--- src/rtl/pld_pkg.sv ---
package pld_pkg;

    typedef enum logic [1:0] {
        M_IDLE     = 2'd0,
        M_WAIT_FB  = 2'd1,
        M_WAIT_REF = 2'd2
    } meas_state_e;

    typedef enum logic [1:0] {
        Q_OFF    = 2'd0,
        Q_SEARCH = 2'd1,
        Q_LOCKED = 2'd2
    } qual_state_e;

    localparam int RUN_W = 8;

    function automatic logic [RUN_W-1:0] run_target(input logic [1:0] sel);
        logic [RUN_W-1:0] t;
        unique case (sel)
            2'd0:    t = RUN_W'(5);
            2'd1:    t = RUN_W'(16);
            2'd2:    t = RUN_W'(64);
            default: t = RUN_W'(255);
        endcase
        return t;
    endfunction

endpackage

--- src/rtl/pld_edge_sync.sv ---
module pld_edge_sync #(
    parameter int STAGES = 2
) (
    input  logic clk_i,
    input  logic rst_ni,
    input  logic d_i,
    output logic rise_o
);
    // STAGES synchronizer flops plus one history flop for edge detection
    logic [STAGES:0] sh_q;

    always_ff @(posedge clk_i) begin
        if (!rst_ni) sh_q <= '0;
        else         sh_q <= {sh_q[STAGES-1:0], d_i};
    end

    assign rise_o = sh_q[STAGES-1] & ~sh_q[STAGES];
endmodule

--- src/rtl/pld_meas.sv ---
module pld_meas
    import pld_pkg::*;
#(
    parameter int WIN_HI  = 8,
    parameter int LOSS_HI = 16,
    parameter int WIN_LO  = 3,
    parameter int LOSS_LO = 6
) (
    input  logic clk_i,
    input  logic rst_ni,
    input  logic range_lo_i,
    input  logic ref_rise_i,
    input  logic fb_rise_i,
    output logic sample_vld_o,
    output logic in_win_o,
    output logic beyond_o
);
    localparam int LOSS_MAX = (LOSS_HI > LOSS_LO) ? LOSS_HI : LOSS_LO;
    localparam int CW       = $clog2(LOSS_MAX + 2);

    meas_state_e   state, state_n;
    logic [CW-1:0] cnt_q, cnt_n;
    logic [CW-1:0] win, loss, delta;
    logic          emit, miss;

    assign win  = range_lo_i ? CW'(WIN_LO)  : CW'(WIN_HI);
    assign loss = range_lo_i ? CW'(LOSS_LO) : CW'(LOSS_HI);

    always_comb begin
        state_n = state;
        cnt_n   = cnt_q;
        emit    = 1'b0;
        miss    = 1'b0;
        delta   = cnt_q;
        unique case (state)
            M_IDLE: begin
                if (ref_rise_i && fb_rise_i) begin
                    emit  = 1'b1;
                    delta = '0;
                end else if (ref_rise_i) begin
                    state_n = M_WAIT_FB;
                    cnt_n   = CW'(1);
                end else if (fb_rise_i) begin
                    state_n = M_WAIT_REF;
                    cnt_n   = CW'(1);
                end
            end
            M_WAIT_FB: begin
                if (fb_rise_i) begin
                    emit    = 1'b1;
                    state_n = M_IDLE;
                end else if (cnt_q >= loss) begin
                    emit    = 1'b1;
                    miss    = 1'b1;
                    state_n = M_IDLE;
                end else begin
                    cnt_n = cnt_q + CW'(1);
                end
            end
            M_WAIT_REF: begin
                if (ref_rise_i) begin
                    emit    = 1'b1;
                    state_n = M_IDLE;
                end else if (cnt_q >= loss) begin
                    emit    = 1'b1;
                    miss    = 1'b1;
                    state_n = M_IDLE;
                end else begin
                    cnt_n = cnt_q + CW'(1);
                end
            end
            default: state_n = M_IDLE;
        endcase
    end

    always_ff @(posedge clk_i) begin
        if (!rst_ni) begin
            state <= M_IDLE;
            cnt_q <= '0;
        end else begin
            state <= state_n;
            cnt_q <= cnt_n;
        end
    end

    always_ff @(posedge clk_i) begin
        if (!rst_ni) begin
            sample_vld_o <= 1'b0;
            in_win_o     <= 1'b0;
            beyond_o     <= 1'b0;
        end else begin
            sample_vld_o <= emit;
            in_win_o     <= emit && !miss && (delta < win);
            beyond_o     <= emit && (miss || (delta > loss));
        end
    end
endmodule

--- src/rtl/pld_qual.sv ---
module pld_qual
    import pld_pkg::*;
(
    input  logic       clk_i,
    input  logic       rst_ni,
    input  logic       detect_off_i,
    input  logic [1:0] run_sel_i,
    input  logic       sample_vld_i,
    input  logic       in_win_i,
    input  logic       beyond_i,
    output logic       lock_o
);
    qual_state_e      state, state_n;
    logic [RUN_W-1:0] run_q, run_n;
    logic [RUN_W:0]   run_inc;
    logic [RUN_W-1:0] target;

    assign target  = run_target(run_sel_i);
    assign run_inc = {1'b0, run_q} + (RUN_W+1)'(1);

    always_comb begin
        state_n = state;
        run_n   = run_q;
        unique case (state)
            Q_OFF: begin
                state_n = Q_SEARCH;
                run_n   = '0;
            end
            Q_SEARCH: begin
                if (sample_vld_i) begin
                    if (!in_win_i) begin
                        run_n = '0;
                    end else if (run_inc >= {1'b0, target}) begin
                        state_n = Q_LOCKED;
                        run_n   = '0;
                    end else begin
                        run_n = run_inc[RUN_W-1:0];
                    end
                end
            end
            Q_LOCKED: begin
                if (sample_vld_i && beyond_i) begin
                    state_n = Q_SEARCH;
                    run_n   = '0;
                end
            end
            default: begin
                state_n = Q_SEARCH;
                run_n   = '0;
            end
        endcase
        if (detect_off_i) begin
            state_n = Q_OFF;
            run_n   = '0;
        end
    end

    always_ff @(posedge clk_i) begin
        if (!rst_ni) begin
            state <= Q_SEARCH;
            run_q <= '0;
        end else begin
            state <= state_n;
            run_q <= run_n;
        end
    end

    always_comb begin
        lock_o = (state == Q_LOCKED);
    end
endmodule

--- src/rtl/pll_lock_detector.sv ---
module pll_lock_detector #(
    parameter int WIN_HI      = 8,
    parameter int LOSS_HI     = 16,
    parameter int WIN_LO      = 3,
    parameter int LOSS_LO     = 6,
    parameter int SYNC_STAGES = 2
) (
    input  logic       clk_i,
    input  logic       rst_ni,
    input  logic       ref_edge_i,
    input  logic       fb_edge_i,
    input  logic [1:0] run_sel_i,
    input  logic       range_lo_i,
    input  logic       detect_off_i,
    output logic       lock_o
);
    localparam int NCH = 2;

    logic [NCH-1:0] raw;
    logic [NCH-1:0] rise;
    logic           meas_vld, meas_in_win, meas_beyond;

    assign raw = {fb_edge_i, ref_edge_i};

    for (genvar g = 0; g < NCH; g++) begin : g_sync
        pld_edge_sync #(.STAGES(SYNC_STAGES)) u_sync (
            .clk_i  (clk_i),
            .rst_ni (rst_ni),
            .d_i    (raw[g]),
            .rise_o (rise[g])
        );
    end

    pld_meas #(
        .WIN_HI (WIN_HI),
        .LOSS_HI(LOSS_HI),
        .WIN_LO (WIN_LO),
        .LOSS_LO(LOSS_LO)
    ) u_meas (
        .clk_i        (clk_i),
        .rst_ni       (rst_ni),
        .range_lo_i   (range_lo_i),
        .ref_rise_i   (rise[0]),
        .fb_rise_i    (rise[1]),
        .sample_vld_o (meas_vld),
        .in_win_o     (meas_in_win),
        .beyond_o     (meas_beyond)
    );

    pld_qual u_qual (
        .clk_i        (clk_i),
        .rst_ni       (rst_ni),
        .detect_off_i (detect_off_i),
        .run_sel_i    (run_sel_i),
        .sample_vld_i (meas_vld),
        .in_win_i     (meas_in_win),
        .beyond_i     (meas_beyond),
        .lock_o       (lock_o)
    );
endmodule

--- config.mk ---
export PLATFORM = sky130hd
export DESIGN_NAME = pll_lock_detector
export DESIGN_NICKNAME = d
export VERILOG_FILES = /design/src/rtl/pld_pkg.sv /design/src/rtl/pld_edge_sync.sv /design/src/rtl/pld_meas.sv /design/src/rtl/pld_qual.sv /design/src/rtl/pll_lock_detector.sv
export SDC_FILE = /design/constraint.sdc
export NUM_CORES = 1
export LEC_CHECK = 0
export ABC_AREA = 1
export ABC_CLOCK_PERIOD_IN_PS = 2450
export BUFFER_PORTS_ARGS = -buffer_cell sky130_fd_sc_hd__clkbuf_2
export CAP_MARGIN = 20
export CORE_ASPECT_RATIO = 0.5
export CORE_MARGIN = 1
export CORE_UTILIZATION = 61
export DETAILED_ROUTE_END_ITERATION = 10
export HOLD_SLACK_MARGIN = 0.03
export PLACE_DENSITY_LB_ADDON = 0.12
export SLEW_MARGIN = 20
export SYNTH_ARGS = -nofsm -noshare
export SYNTH_HDL_FRONTEND = slang
export SYNTH_SLANG_ARGS = --single-unit
--- constraint.sdc ---
create_clock -name clk_i -period 2.45 [get_ports clk_i]
set_input_delay 0.245 -clock clk_i [delete_from_list [all_inputs] [get_ports clk_i]]
set_output_delay 0.245 -clock clk_i [all_outputs]
set_load 0.02 [all_outputs]
==> impl_metrics.json <==
{
  "status": "finished, final reports clean",
  "area_growth_pct": 8.38,
  "die_h_um": 41.0,
  "drc_errors": 0,
  "rsz0062_at_grt": "false",
  "pwr-share-clk_pct": 36.1,
  "critPathRequiredTime_ps": 2660,
  "htreeDepth": 1,
  "dpl-instance-area_sq_mm": 0.00193,
  "core-area_sq_mm": 0.00273,
  "drt-vias-per-instance": 5.11,
  "die_area_sq_mm": 0.00327,
  "fmax_mhz": 455,
  "cp-start-kind": "flip-flop",
  "crit_arrival_ps": 2410,
  "pwr-share-seq_pct": 46.3,
  "route.met3.wl_um": 83,
  "finalCritPeriodShare_pct": 89.8,
  "met2_length_um": 1640,
  "drt_first_pass_iters": 4,
  "grt_pass1_wl_um": 5500,
  "cts_buffers": 3,
  "fp-row-count": 13,
  "grt_max_degree": 16,
  "port_buffers": 8,
  "power_mw": 0.975,
  "wl_met1_um": 1650,
  "postSynthCellCount": 271,
  "synth_cell_types": 24,
  "slew_headroom_pct": 80.7,
  "synthesis.area_sq_mm": 0.00185,
  "vias": 1631,
  "ys_seq_area_share_pct": 28.1,
  "cts_setup_buffers": 0,
  "ctsRootBufferMaster": "clkbuf_8",
  "drt_iter0_drc": 58,
  "p_per_area_mw_per_mm2": 486,
  "crit_path_max_fanout": 9,
  "ctsHoldBuffers": 0,
  "hold_viol_final": 0,
  "synth-seq-cells": 26,
  "period_minus_slack_ps": 2200,
  "grt.overflow.total": 0,
  "fin_skew_ps": 1.93,
  "ios": 9,
  "grt_pass1_vias": 1363,
  "synth_nets": 305,
  "clk_latency_ps": 270,
  "ir_drop_v": 0.000303,
  "combPwrFrac_pct": 17.6,
  "cts_max_path_buffers": 2,
  "drive_above_1_share_pct": 7.80,
  "num_antenna_cells": 0,
  "p_leak_nw": 1.04,
  "ctsResizeCount": 0,
  "endpoint_kind": "flip-flop",
  "clkTransAtPathRegs_ps": 90,
  "p_sw_mw": 0.260,
  "setup_viol": 0,
  "final_core_util_pct": 73.4,
  "nets": 317,
  "cts_num_sinks": 26,
  "grt.total_usage_pct": 22.6,
  "final_area_sq_mm": 0.00201,
  "initial_core_util_pct": 67.8,
  "cap_viol_max_count": 0,
  "dieWidth_um": 79.9,
  "wire_per_inst_um": 10.6,
  "avgSynthCellArea_sq_um": 6.83,
  "finalWirelength_um": 3400,
  "cts_tree": "built",
  "slew_violations": 0,
  "tightest_slew_ps": 289,
  "fin_tns_setup_ps": 0,
  "yosys_warnings": 0,
  "p_int_mw": 0.715,
  "netSwitchingFraction_pct": 26.6,
  "dp_hpwl_um": 2760,
  "top_layer_used": "met4",
  "hold_path.class": "input pin to flip-flop",
  "gp_congestion": 0.854,
  "critical_path_class": "flip-flop to flip-flop",
  "antenna_found_initial": 0,
  "final_antenna_net_count": 0
}
-- layout by cell type, fill, tap and decap left out, types with 2 or more instances in the layout --
master | Yosys | layout
nand2_2 | 1 | 2
xor2_1 | 5 | 5
dfxtp_1 | 26 | 26
nor2_1 | 26 | 26
nand2_1 | 60 | 59
a21oi_1 | 18 | 18
o21ai_0 | 5 | 5
clkbuf_2 | 0 | 8
clkbuf_8 | 0 | 3
inv_1 | 55 | 55
nand3_1 | 20 | 20
nor3_1 | 2 | 2
o21ai_1 | 3 | 3
o21bai_1 | 4 | 4
ha_1 | 26 | 26
nand4_1 | 9 | 9
nor2_2 | 2 | 2
-- synth_stat cells, drive strengths merged --
master   n  area share (%)
a21oi   18             4.9
a31oi    1             1.1
buf      1            0.27
dfxtp   26              28
ha      26              18
inv     57              12
nand2   62              13
nand3   21             5.9
nand3b   1            0.41
nand4    9             3.0
nor2    28             5.9
nor3     3             1.4
o21ai    8             2.2
o21bai   4             1.6
o22ai    1            0.34
xor2     5             2.4
-- layer usage --
metal,up-vias,track usage (%)
li1,884,-
met1,721,26.5
met2,22,44.9
met3,4,5.33
met4,0,3.57
met5,-,0
-- power by group through the flow --
stage | clock (mW) | combinational [mW] | sequential [mW]
floorplan | 0 | 0.134 | 0.457
global placement | 0 | 0.165 | 0.459
detailed placement | 0 | 0.171 | 0.460
CTS | 0.357 | 0.172 | 0.451
global route | 0.372 | 0.199 | 0.453
finish | 0.352 | 0.172 | 0.451
-- state kept, by name (all words and copies together) (netlist names) --
register             flops
u_meas.sample_vld_o      1
u_meas.state             2
u_qual.state             2
u_meas.in_win_o          1
g_sync.u_sync.sh_q       6
u_meas.cnt_q             5
u_meas.beyond_o          1
u_qual.run_q             8
-- layout make-up --
| cell class | count | area [sq um] |
|---|---|---|
| timing repair buffer | 8 | 40.0 |
| sequential | 26 | 520 |
| tap | 37 | 46.3 |
| multi-input combinational | 187 | 1110 |
| clock inverter | 1 | 30.0 |
| clock buffer | 3 | 41.3 |
| fill | 212 | 726 |
| inverter | 57 | 216 |
-- through the flow --
step           hold WS [ps]  instances  setup slack (ps)
4_1_cts                 152        319               185
2_1_floorplan           343        271               437
3_5_place_dp            405        315               203
5_1_grt                 147        319              43.2
3_3_place_gp            394        315               323
6_report                155        319               250
-- critical path, stage by stage, from the launching register on --
cell,delay [ps]
dfxtp_1,390
ha_1,190
nand3_1,140
nor2_2,200
xor2_1,170
inv_1,90
ha_1,310
a21oi_1,150
nand2_1,80
nand2_2,140
nand4_1,120
a21oi_1,150
-- worst paths after layout --
path | start | to | slack [ps] | cells after the start
worst max-delay path | u_qual.run_q[0] | u_qual.run_q[6] | 250 | 11
worst min-delay path | fb_edge_i | g_sync[1].u_sync.sh_q[0] | 160 | 3
worst max register to register | u_qual.run_q[0] | u_qual.run_q[6] | 250 | 11
worst min register to register | g_sync[1].u_sync.sh_q[0] | g_sync[1].u_sync.sh_q[1] | 420 | 2
-- cell families (layout without fill, tap and decap cells) --
kind of cell	Yosys count	in the layout	synth area share [%]
fa+ha+maj	26	26	17.6
simple gates	124	124	29.9
flops	26	26	28.1
compound gates	32	32	10.1
buf+inv	58	69	12.0
xor+xnor	5	5	2.36
No activity file was read; power rests on OpenSTA's default activity.
